`config.mk`:
```
export PLATFORM = sky130hd
export DESIGN_NAME = wake_event_agg
export DESIGN_NICKNAME = d
export VERILOG_FILES = /design/src/rtl/wake_pkg.sv /design/src/rtl/wake_edge.sv /design/src/rtl/wake_regs.sv /design/src/rtl/wake_pad.sv /design/src/rtl/wake_event_agg.sv
export SDC_FILE = /design/constraint.sdc
export NUM_CORES = 1
export LEC_CHECK = 0
export BUFFER_PORTS_ARGS = -buffer_cell sky130_fd_sc_hd__buf_2
export CORE_MARGIN = 2
export CORE_UTILIZATION = 63
export CTS_CLUSTER_SIZE = 25
export DETAILED_ROUTE_END_ITERATION = 8
export GPL_ROUTABILITY_DRIVEN = 0
export GPL_TIMING_DRIVEN = 0
export MAX_ROUTING_LAYER = met4
export PLACE_DENSITY = 0.85
export SYNTH_ARGS = -nofsm -noshare
export SYNTH_HDL_FRONTEND = slang
export SYNTH_SLANG_ARGS = --single-unit
```
`constraint.sdc`:
```
create_clock -name clk -period 3 [get_ports clk]
set_input_delay 0.15 -clock clk [delete_from_list [all_inputs] [get_ports clk]]
set_output_delay 0.15 -clock clk [all_outputs]
set_load 0.03 [all_outputs]
```
`src/rtl/wake_pkg.sv`:
```
package wake_pkg;

  localparam int ADDR_W = 3;

  typedef enum logic [ADDR_W-1:0] {
    A_STAT = 3'd0,
    A_EN   = 3'd1,
    A_INV  = 3'd2,
    A_BOTH = 3'd3,
    A_CTRL = 3'd4,
    A_SUM  = 3'd5
  } wake_addr_e;

  typedef struct packed {
    logic push_pull;
    logic act_high;
    logic gen_en;
  } wake_ctrl_t;

  localparam int CTRL_W = $bits(wake_ctrl_t);

endpackage

```
`src/rtl/wake_edge.sv`:
```
module wake_edge #(
  parameter int         N         = 14,
  parameter logic [N-1:0] FALL_MASK = '0
) (
  input  logic         clk,
  input  logic         rst_n,
  input  logic [N-1:0] raw,
  input  logic [N-1:0] inv,
  input  logic [N-1:0] both,
  output logic [N-1:0] evt
);

  for (genvar gi = 0; gi < N; gi++) begin : g_src
    logic meta_q, sync_q, prev_q;
    logic rise, fall, s_rise, s_fall;

    always_ff @(posedge clk or negedge rst_n) begin
      if (!rst_n) begin
        meta_q <= 1'b0;
        sync_q <= 1'b0;
        prev_q <= 1'b0;
      end else begin
        meta_q <= raw[gi];
        sync_q <= meta_q;
        prev_q <= sync_q;
      end
    end

    // edges are taken on the raw synchronized level so that a change of
    // the inversion bit alone never looks like a transition
    assign rise   = sync_q & ~prev_q;
    assign fall   = ~sync_q & prev_q;
    assign s_rise = inv[gi] ? fall : rise;
    assign s_fall = inv[gi] ? rise : fall;

    always_comb begin
      if (both[gi])            evt[gi] = rise | fall;
      else if (FALL_MASK[gi])  evt[gi] = s_fall;
      else                     evt[gi] = s_rise;
    end
  end

endmodule

```
`src/rtl/wake_regs.sv`:
```
module wake_regs
  import wake_pkg::*;
#(
  parameter int N  = 14,
  parameter int DW = 16
) (
  input  logic              clk,
  input  logic              rst_n,
  input  logic              reg_wr,
  input  logic [ADDR_W-1:0] reg_addr,
  input  logic [DW-1:0]     reg_wdata,
  input  logic [N-1:0]      evt,
  output logic [DW-1:0]     reg_rdata,
  output logic [N-1:0]      status,
  output logic [N-1:0]      enable,
  output logic [N-1:0]      inv,
  output logic [N-1:0]      both,
  output wake_ctrl_t        ctrl
);

  logic [N-1:0] status_q, enable_q, inv_q, both_q;
  wake_ctrl_t   ctrl_q;
  logic [N-1:0] clr_mask;
  logic         summary;
  logic         unused_wbits;

  assign unused_wbits = ^reg_wdata;

  assign clr_mask = (reg_wr && reg_addr == A_STAT) ? reg_wdata[N-1:0] : '0;

  always_ff @(posedge clk or negedge rst_n) begin
    if (!rst_n) begin
      status_q <= '0;
      enable_q <= '0;
      inv_q    <= '0;
      both_q   <= '0;
      ctrl_q   <= '0;
    end else begin
      // a fresh event wins over a clear on the same edge
      status_q <= (status_q & ~clr_mask) | evt;
      if (reg_wr) begin
        case (reg_addr)
          A_EN:    enable_q <= reg_wdata[N-1:0];
          A_INV:   inv_q    <= reg_wdata[N-1:0];
          A_BOTH:  both_q   <= reg_wdata[N-1:0];
          A_CTRL:  ctrl_q   <= wake_ctrl_t'(reg_wdata[CTRL_W-1:0]);
          default: ;
        endcase
      end
    end
  end

  assign summary = |(status_q & enable_q);

  always_comb begin
    case (reg_addr)
      A_STAT:  reg_rdata = DW'(status_q);
      A_EN:    reg_rdata = DW'(enable_q);
      A_INV:   reg_rdata = DW'(inv_q);
      A_BOTH:  reg_rdata = DW'(both_q);
      A_CTRL:  reg_rdata = DW'(ctrl_q);
      A_SUM:   reg_rdata = DW'(summary);
      default: reg_rdata = '0;
    endcase
  end

  assign status = status_q;
  assign enable = enable_q;
  assign inv    = inv_q;
  assign both   = both_q;
  assign ctrl   = ctrl_q;

endmodule

```
`src/rtl/wake_pad.sv`:
```
module wake_pad
  import wake_pkg::*;
#(
  parameter int N = 14
) (
  input  logic         clk,
  input  logic         rst_n,
  input  logic [N-1:0] status,
  input  logic [N-1:0] enable,
  input  wake_ctrl_t   ctrl,
  output logic         act,
  output logic         pad_o,
  output logic         pad_oe
);

  logic act_d;

  assign act_d = ctrl.gen_en & (|(status & enable));

  always_ff @(posedge clk or negedge rst_n) begin
    if (!rst_n) begin
      act    <= 1'b0;
      pad_o  <= 1'b1;
      pad_oe <= 1'b0;
    end else begin
      act    <= act_d;
      pad_o  <= ctrl.act_high ? act_d : ~act_d;
      pad_oe <= ctrl.push_pull | act_d;
    end
  end

endmodule

```
`src/rtl/wake_event_agg.sv`:
```
module wake_event_agg
  import wake_pkg::*;
#(
  parameter int NGPIO = 4,
  parameter int NIRQ  = 4,
  parameter int DW    = 16
) (
  input  logic              clk,
  input  logic              rst_n,
  input  logic [1:0]        ri_n,
  input  logic              kbd_data,
  input  logic              mouse_data,
  input  logic [NGPIO-1:0]  gpio,
  input  logic              wdt_pulse,
  input  logic [NIRQ-1:0]   dev_irq,
  input  logic              fan_evt,
  input  logic              reg_wr,
  input  logic [ADDR_W-1:0] reg_addr,
  input  logic [DW-1:0]     reg_wdata,
  output logic [DW-1:0]     reg_rdata,
  output logic              pme_pad_o,
  output logic              pme_pad_oe
);

  localparam int N_FIXED = 6;
  localparam int N       = N_FIXED + NGPIO + NIRQ;
  localparam logic [N-1:0] FALL_MASK = N'(4'b1111);

  logic [N-1:0] raw_w, evt_w, status_w, enable_w, inv_w, both_w;
  wake_ctrl_t   ctrl_w;
  logic         ctrl_gen, ctrl_ah, ctrl_pp;
  logic         pme_act;

  assign raw_w = {fan_evt, dev_irq, wdt_pulse, gpio, mouse_data, kbd_data, ri_n};

  assign ctrl_gen = ctrl_w.gen_en;
  assign ctrl_ah  = ctrl_w.act_high;
  assign ctrl_pp  = ctrl_w.push_pull;

  wake_edge #(.N(N), .FALL_MASK(FALL_MASK)) u_edge (
    .clk  (clk),
    .rst_n(rst_n),
    .raw  (raw_w),
    .inv  (inv_w),
    .both (both_w),
    .evt  (evt_w)
  );

  wake_regs #(.N(N), .DW(DW)) u_regs (
    .clk      (clk),
    .rst_n    (rst_n),
    .reg_wr   (reg_wr),
    .reg_addr (reg_addr),
    .reg_wdata(reg_wdata),
    .evt      (evt_w),
    .reg_rdata(reg_rdata),
    .status   (status_w),
    .enable   (enable_w),
    .inv      (inv_w),
    .both     (both_w),
    .ctrl     (ctrl_w)
  );

  wake_pad #(.N(N)) u_pad (
    .clk   (clk),
    .rst_n (rst_n),
    .status(status_w),
    .enable(enable_w),
    .ctrl  (ctrl_w),
    .act   (pme_act),
    .pad_o (pme_pad_o),
    .pad_oe(pme_pad_oe)
  );

endmodule

```
==> impl_metrics.toml <==
[logic_synthesis]
synth_top_cell_by_area = "dfrtp_1"
ys_ff_latch = 103
syn_area_um2 = 4796
synth_cell_types = 33
synthCells = 348
async_reset_ff_frac = 1.000
synth_seq_area_share = 0.5377
netlist.area_leader.share = 0.5322
synth_area_leaders = "dfrtp_1 (53%), ha_1 (7.3%), mux2_4 (6.3%)"
synthFlopType = "dfrtp_1"
avgSynthCellArea_um2 = 13.78
synth_warnings = 0
synth_edf_count = 0

[timing]
clock_skew_ns = 0.009852
slew_violations = 0
fin_setup_tns_ns = 0
finalSetupViolations = 0
max_freq_ghz = 0.5250
rsz0062_at_grt = "false"
max-slew-margin-rel = 0.5439
min_period_ns = 1.905
tightest_slew_ns = 0.6842
hold_viol = 0
hold_ws_ns = 0.06743
layout_setup_ws_ns = 1.095
finalCritPeriodShare = 0.6349

[cts]
htreeDepth = 3
clk_pin_slew_worst_paths_ns = 0.10
clockRootBuffer = "clkbuf_8"
clock_latency_ns = 0.36
post_cts_resized = 0
clockBufferDepth = 2
cts_buffers = 9
cts_tree = "built"
clkSinkCount = 103

[outcome]
status = "complete, no violations"

[grt]
grt_max_degree = 55
grt_pass1_vias = 3008
antenna_found_initial = 0
grt-ovfl-total = 0
grtUsageTotal = 0.2420
grt_pass1_wl_um = 15170

[power]
ir_drop_mv = 0.4662
power_density_nw_per_um2 = 601.8
p_leak_nw = 2.608

[finish]
drive_gt1_frac = 0.3233
fin_nets = 489
area_delta_synth_final_pct = 16.18
fillers = 468
diodes = 0
finalNonFillerCells = 529

[flow_run]
drv_cap = 0

[die]
fp-row-count = 31
start_util = 0.6542
core_um2 = 7331
fp.dieH_um = 91.25
ios = 54
fp.dieW_um = 91.25
die-area_um2 = 8327

[routing]
vias = 2962
wirelength_um = 9127
drt_iter0_markers = 156
drc_errors = 0
first_pass_iters = 4
viasPerCell = 5.599
ant_nets = 0
routedWlPerCell_um = 17.25

[placement]
pre_cts_ws_ns = 1.337
place_hpwl_um = 6112
port_buffers = 49
dp.cells = 498

[hold_path]
min_path_type = "in2reg"

[setup_path]
required_ns = 2.85
crit_path_start_kind = "flip-flop"
crit_arrival_ns = 1.75
end_kind = "primary output"
critPathMaxFanout = 3
critical_path_class = "reg2out"
==> repair_timing <==
| item | in CTS | in global routing |
|---|---|---|
| setup buffers | 0 | 0 |
| hold buffers | 15 | 0 |
| hold endpoints to repair | 66 | 0 |
==> final cells by class <==
class                           instances  area, um^2  share of cell area
Sequential cell                       103        2579              0.4628
Multi-Input combinational cell        206        2007              0.3602
Clock buffer                           11       141.4             0.02538
Buffer                                 12       108.9             0.01954
Tap cell                               99       123.9             0.02223
Inverter                               28       105.1             0.01886
Clock inverter                          5       81.33             0.01460
Timing Repair Buffer                   65       425.4             0.07635
==> through the flow <==
step / power, mW / instance area (um^2) / util
2_1_floorplan: 2.190 / 4800 / -
3_3_place_gp: 2.362 / 5169 / 0.7051
6_report: 3.353 / 5572 / 0.7600
4_1_cts: 3.368 / 5572 / 0.7600
5_1_grt: 3.509 / 5572 / 0.7600
3_5_place_dp: 2.407 / 5199 / 0.7092
==> per-layer routing <==
layer | share of wire | track usage
met5 | 0 | -
met3 | 0.042 | 0.03651
met2 | 0.49 | 0.3796
met1 | 0.45 | 0.3272
met4 | 0.017 | 0.08586
==> sequential cells by signal, summed over array words and instances, names as in the netlist <==
signal and count:
u_edge.g_src.meta_q 14, u_edge.g_src.prev_q 14, u_edge.g_src.sync_q 14, u_pad.pad_o 1, u_pad.pad_oe 1, u_regs.both 14
u_regs.ctrl 3, u_regs.enable 14, u_regs.inv 14, u_regs.status 14
==> cell usage in the layout, fill, tap and decap left out, types with 14 or more instances in the layout <==
| cell type | n |
|---|---|
| dfrtp_1 | 102 |
| buf_2 | 48 |
| inv_1 | 28 |
| ha_1 | 28 |
| nor2b_1 | 26 |
| mux2_2 | 25 |
| mux2_4 | 20 |
| nand2_1 | 17 |
| a21oi_1 | 16 |
| dlygate4sd3_1 | 15 |
| a211oi_1 | 14 |
| a21o_1 | 14 |
==> final timing paths <==
path	from	end	slack, ns	cells after the start
max	u_regs.status[11]$_DFF_PN0_	reg_rdata[0]	1.10	5
min	reg_wdata[4]	u_regs.both[4]$_DFFE_PN0P_	0.07	2
max reg2reg	u_regs.status[11]$_DFF_PN0_	u_pad.pad_o$_DFF_PN1_	1.60	4
min reg2reg	u_edge.g_src[13].meta_q$_DFF_PN0_	u_edge.g_src[13].sync_q$_DFF_PN0_	0.35	0
max in group asynchronous	rst_n	u_edge.g_src[13].meta_q$_DFF_PN0_	1.95	3
min in group asynchronous	rst_n	u_edge.g_src[9].meta_q$_DFF_PN0_	0.35	2
==> critical path: stages (launching register included) <==
cell and delay, ns:
dfrtp_1 0.41, a22oi_1 0.23, nand4_1 0.19, o211ai_1 0.27, nand3_1 0.11, buf_2 0.18
==> cells in the mapped netlist (all sizes together) (3+ instances only) <==
cell type / count
ha: 28
buf: 11
nand2: 17
nand2b: 3
mux4: 12
a211oi: 14
dfrtp: 102
a21oi: 16
mux2: 45
nor2: 4
o21ai: 3
a21o: 14
a22oi: 7
mux2i: 4
inv: 28
nor2b: 26
==> logic make-up after synthesis <==
family,Yosys count,share of synthesized area
adder cells (fa/ha/maj),28,0.07305
flip-flops,103,0.5377
XOR/XNOR,1,0.001827
buffers and inverters,40,0.04461
AO/OA/AOI/OAI,55,0.07618
multiplexers,61,0.1868
other,1,0.0007819
AND/OR/NAND/NOR,59,0.07905
==> report_power, final <==
group / internal [mW] / total, mW / leakage (nW) / switching, mW
logic: 0.355 / 0.660 / 1.32 / 0.306
clock network: 0.493 / 0.953 / 0.110 / 0.459
registers: 1.58 / 1.74 / 1.18 / 0.165
No activity file was read; power rests on OpenSTA's default activity.
